===== src/rtl/trap_entry_seq.sv =====
`timescale 1ns/1ps
module trap_entry_seq #(
  parameter int AW = 64,
  parameter int NWIN = 8,
  parameter int MAXTL = 6,
  parameter logic [AW-1:0] TBA_BASE = 'h40_0000,
  localparam int CWPW = (NWIN > 1) ? $clog2(NWIN) : 1,
  localparam int TLW = $clog2(MAXTL + 1)
) (
  input  logic            clk,
  input  logic            rst_n,
  input  logic            req,
  input  logic [8:0]      req_tt,
  input  logic [AW-1:0]   cur_pc,
  input  logic [AW-1:0]   cur_npc,
  input  logic [7:0]      ccr,
  input  logic [7:0]      asi,
  input  logic [CWPW-1:0] cansave,
  output logic            done,
  output logic            err,
  output logic [TLW-1:0]  tl,
  output logic [11:0]     pstate,
  output logic [CWPW-1:0] cwp,
  output logic [AW-1:0]   tvec_pc,
  output logic [AW-1:0]   tvec_npc,
  output logic [39:0]     ts_state,
  output logic [AW-1:0]   ts_pc,
  output logic [AW-1:0]   ts_npc,
  output logic [8:0]      ts_tt
);
  localparam int PS_AG = 0, PS_PRIV = 2, PS_PEF = 4, PS_RED = 5, PS_MG = 10, PS_IG = 11;

  logic [39:0]   st_state [MAXTL+1];
  logic [AW-1:0] st_pc    [MAXTL+1];
  logic [AW-1:0] st_npc   [MAXTL+1];
  logic [8:0]    st_tt    [MAXTL+1];

  logic [TLW-1:0]  tl_q;
  logic [11:0]     ps_q;
  logic [CWPW-1:0] cwp_q;
  logic [AW-1:0]   tbr_q;
  logic            err_q, done_q;

  wire live   = req && !err_q;
  wire accept = live && (tl_q < TLW'(MAXTL));
  wire trip   = live && (tl_q >= TLW'(MAXTL));
  wire go_red = tl_q >= TLW'(MAXTL - 1);
  wire [TLW-1:0] tl_nx = tl_q + 1'b1;

  wire is_ivec  = req_tt == 9'h060;
  wire is_mmu   = req_tt == 9'h008 || req_tt == 9'h030 ||
                  req_tt[8:2] == 7'h19 || req_tt[8:2] == 7'h1a || req_tt[8:2] == 7'h1b;
  wire is_clean = req_tt == 9'h024;
  wire is_spill = req_tt[8:6] == 3'b010;
  wire is_fill  = req_tt[8:6] == 3'b011;

  logic [11:0]     ps_red, ps_nx;
  logic [39:0]     saved;
  logic [CWPW-1:0] cwp_nx;
  logic [7:0]      cwp8;

  always_comb begin
    ps_red = ps_q;
    if (go_red) ps_red[PS_RED] = 1'b1;
    ps_nx = ps_red;
    ps_nx[PS_AG] = 1'b0;
    ps_nx[PS_MG] = 1'b0;
    ps_nx[PS_IG] = 1'b0;
    ps_nx[PS_PRIV] = 1'b1;
    ps_nx[PS_PEF] = 1'b1;
    if (is_ivec)     ps_nx[PS_IG] = 1'b1;
    else if (is_mmu) ps_nx[PS_MG] = 1'b1;
    else             ps_nx[PS_AG] = 1'b1;
  end

  always_comb begin
    cwp8 = 8'(cwp_q);
    saved = {ccr, asi, 4'b0, ps_red[11:8], 2'b0, ps_red[5:0], cwp8};
  end

  always_comb begin
    int w;
    w = int'(cwp_q);
    if (is_clean)      w = (w + NWIN - 1) % NWIN;
    else if (is_spill) w = (w + 2 * NWIN - int'(cansave) - 2) % NWIN;
    else if (is_fill)  w = (w + 1) % NWIN;
    cwp_nx = CWPW'(w);
  end

  wire [14:0] vec_low = {tl_nx > TLW'(1), req_tt, 5'b0};

  always_ff @(posedge clk) begin
    if (!rst_n) begin
      tl_q   <= '0;
      ps_q   <= '0;
      cwp_q  <= '0;
      tbr_q  <= TBA_BASE;
      err_q  <= 1'b0;
      done_q <= 1'b0;
      for (int i = 0; i <= MAXTL; i++) begin
        st_state[i] <= '0;
        st_pc[i]    <= '0;
        st_npc[i]   <= '0;
        st_tt[i]    <= '0;
      end
    end else begin
      done_q <= accept;
      if (trip) err_q <= 1'b1;
      if (accept) begin
        tl_q            <= tl_nx;
        ps_q            <= ps_nx;
        cwp_q           <= cwp_nx;
        tbr_q           <= {tbr_q[AW-1:15], vec_low};
        st_state[tl_nx] <= saved;
        st_pc[tl_nx]    <= cur_pc;
        st_npc[tl_nx]   <= cur_npc;
        st_tt[tl_nx]    <= req_tt;
      end
    end
  end

  assign done     = done_q;
  assign err      = err_q;
  assign tl       = tl_q;
  assign pstate   = ps_q;
  assign cwp      = cwp_q;
  assign tvec_pc  = tbr_q;
  assign tvec_npc = tbr_q + AW'(4);
  assign ts_state = st_state[tl_q];
  assign ts_pc    = st_pc[tl_q];
  assign ts_npc   = st_npc[tl_q];
  assign ts_tt    = st_tt[tl_q];

  AST_TL_STEP: assert property (@(posedge clk) disable iff (!rst_n) done |-> tl == $past(tl) + 1'b1);
  AST_RED_AT_TOP: assert property (@(posedge clk) disable iff (!rst_n) done && ($past(tl) == TLW'(MAXTL - 1)) |-> pstate[PS_RED]);
  AST_ERR_FREEZE: assert property (@(posedge clk) disable iff (!rst_n) err |=> err && !done && $stable(tl) && $stable(pstate) && $stable(cwp) && $stable(tvec_pc));
  AST_SAVED_TT: assert property (@(posedge clk) disable iff (!rst_n) done |-> ts_tt == $past(req_tt));
  AST_ONE_GLOBAL: assert property (@(posedge clk) disable iff (!rst_n) done |-> $countones({pstate[PS_AG], pstate[PS_MG], pstate[PS_IG]}) == 1);
  AST_PRIV_PEF: assert property (@(posedge clk) disable iff (!rst_n) done |-> pstate[PS_PRIV] && pstate[PS_PEF]);
  AST_VEC_TT: assert property (@(posedge clk) disable iff (!rst_n) done |-> tvec_pc[13:5] == ts_tt && tvec_pc[4:0] == 5'b0);
endmodule


===== config.mk =====
export PLATFORM = sky130hd
export DESIGN_NAME = trap_entry_seq
export DESIGN_NICKNAME = d
export VERILOG_FILES = /design/src/rtl/trap_entry_seq.sv
export SDC_FILE = /design/constraint.sdc
export NUM_CORES = 2
export LEC_CHECK = 0
export CORE_AREA = 3 3 415 417
export DETAILED_ROUTE_END_ITERATION = 8
export DIE_AREA = 0 0 418 420
export SYNTH_ARGS = -nofsm -noshare
export SYNTH_HDL_FRONTEND = slang
export SYNTH_SLANG_ARGS = --single-unit

===== constraint.sdc =====
create_clock -name clk -period 28 [get_ports clk]
set_input_delay 2.8 -clock clk [delete_from_list [all_inputs] [get_ports clk]]
set_output_delay 2.8 -clock clk [all_outputs]
set_load 0.03 [all_outputs]

==> reports/qor.txt <==
Post-CTS Setup Inserts - 0
Area share of fa/ha/maj cells after synthesis - 0.166%
Post-route design area - 0.0667 mm2
CTS max path bufs - 3
Layout cells sized above 1 - 17.5%
GRT overflow - 0
Met1 WL - 65700 um
Gates resized, CTS repair - 0
Worst hold path class - reg -> reg
Met3 Routed Length - 8200 um
First-pass GRT wire length - 240000 um
Synthesized area - 0.0572 mm2
Clock sinks - 1314
Die Area - 0.176 mm2
FILL cells - 15528
Via Count - 32837
Synth-to-Final Area Change - 16.6%
Hold Path Stages - 2
Setup TNS - 0 ns
Synth Area in Simple Gates - 10.9%
Worst slew pin tran - 1.30 ns
Placed inst area - 0.0623 mm2
R2R setup slack - 22.86 ns
Reg2reg path depth - 6
CP max FO - 110
TritonCTS clock tree - built
Worst setup SP type - flop
CTS buffer count - 135
Die Y - 420 um
Placer Congestion - 0.752
Initial antenna violation count - 41
Maxcap violations - 0
Post-DR wirelength/cell - 25.7 um
Seq/Total Area, Yosys - 65.7%
Met2 WL - 85700 um
Largest net degree at the start of global routing - 162
Final Net Count - 4282
Port Buffers - 354
Yosys Warn Count - 0
Register clock-pin slew on the reported worst setup and hold paths - 0.06 ns
Die X-Extent - 418 um
Final Hold Viols - 0
DR DRC count - 0
Register bit total from synthesis - 1314
Fin cells - 6468
Setup-failing EPs final - 0
Cts hold-fix bufs - 0
Power Density - 69.2 mW/mm2
Critical Path AT - 5.13 ns
Commonest cells after routing, fill and taps aside - edfxtp_1 (1127), nor2_1 (411), clkdlybuf4s50_1 (353)
Post-Place Cells - 6197
Commonest non-fill, non-tap cell in the layout - edfxtp_1
Starting Density - 33.8%
Post-synth EDFFs - 1127
Root Buffer - clkbuf_16
Run status - finished, final reports clean
Tcrit/Tclk final - 28.3%
Max Freq - 126 MHz
Rows - 151
Via density - 5.08
Largest family of logic cells by synthesized area - multiplexers
Storage element area - 0.0376 mm2
Relative slew slack - 13.1%
PnR worst setup slack - 20.07 ns
Slew Viols, Final - 0
Leading area contributor after synthesis - edfxtp_1
Ys flop type - edfxtp_1
Core area - 0.169 mm2
RSZ-0062 raised after global routing - false
Antenna viol nets, final - 0
Worst-Skew Late Latency - 0.78 ns
Share of the synthesized area in the top cell type - 59.2%
Compound-gate portion of the synthesized area - 2.04%
Area contributors post-synth - edfxtp_1 (59%), mux4_2 (13%), dfxtp_1 (6.5%), and2_1 (3.5%), mux2_2 (3.2%)
Crit path kind - reg -> out
Vias in the first global route - 34468
First-pass DRT Iterations - 7
WL final - 166000 um
Leak - 0.0242 uW
Maximum vdd drop - 0.0457 mV
# H-tree levels - 4
Synth async-reset ratio - 0%
Multi-input combinational cell area - 0.0173 mm2
Worst EP required - 25.20 ns
Syn Area/Cell - 14.8 um2
XOR/XNOR Fraction of Synth Area - 0.107%
CP Capture Type - output port
Clock skew - 0.0193 ns
Mux contribution to synthesized area - 15.9%
Syn Inst Count - 3869
DP HPWL - 87500 um
Tmin final - 7.93 ns
Starting DRC count in detailed routing - 2630
Placement Setup Slack - 20.14 ns
IO Pins - 484
Top Metal Used - met5
GRT Resource Usage Total - 18.7%
Yosys cell types - 55
## per-layer routing
layer  GRT usage (%)  vias to the layer above
met2            33.1                     1030
met4            7.97                       12
li1                -                    14391
met3            3.15                      287
met5               0                        -
met1            22.6                    17117
## state kept, by name, indices dropped and copies added, names as in the netlist, 3 cells and up, named ones only
| name | count |
|---|---|
| cwp | 3 |
| pstate | 5 |
| st_npc | 512 |
| st_pc | 512 |
| st_state | 192 |
| st_tt | 72 |
| tl | 3 |
| tvec_pc | 10 |
## layout make-up
| cell class | count | area share, % |
|---|---|---|
| repair buffers | 398 | 5.97 |
| diodes | 22 | 0.0826 |
| clock buffers | 182 | 5.58 |
| flip-flops and latches | 1314 | 56.4 |
| multi-input cells | 2099 | 25.9 |
| clock inverters | 67 | 0.957 |
| well taps | 2218 | 4.16 |
| inverters | 168 | 0.957 |
## cells in the mapped netlist, drive strengths merged, types with 7 or more instances
cell type / instances
and3: 156
a21boi: 82
a21oi: 83
inv: 168
nor2: 414
nand3: 82
and2: 321
nand2: 278
edfxtp: 1127
xnor2: 7
dfxtp: 187
mux4: 322
clkbuf: 179
nor4: 7
mux2: 162
buf: 236
## through the flow
| stage | hold WS, ns | total power [uW] | util (%) |
|---|---|---|---|
| floorplan | 0.432 | 2660 | - |
| global placement | 0.444 | 2870 | 36.8 |
| detailed placement | 0.449 | 2870 | 36.8 |
| CTS | 0.459 | 4670 | 39.4 |
| global route | 0.477 | 4760 | 39.4 |
| finish | 0.459 | 4620 | 39.4 |
## critical path: stages, from the launching register on
cell and delay, ns:
dfxtp_4 0.96, buf_12 0.76, buf_4 0.94, mux4_2 0.61, mux2_2 0.27, clkdlybuf4s50_1 0.70
## worst paths after layout
kind,to,startpoint
setup reg to reg,st_pc[2][41],tl[0]
setup / recovery,ts_npc[49],flop
hold / removal,pstate[5],pstate[5]
hold reg to reg,pstate[5],pstate[5]
## kinds of logic after synthesis
family | Yosys count
xor+xnor | 7
other cells | 2
flops | 1314
simple gates | 1285
fa+ha+maj | 7
compound gates | 183
mux | 488
buf+inv | 583
## power breakdown
part           internal, uW  switching [uW]
Clock                  1030             765
Combinational           228             356
Sequential             2210            31.6
Total                  3470            1150
Power figures use the tool's default switching activity.
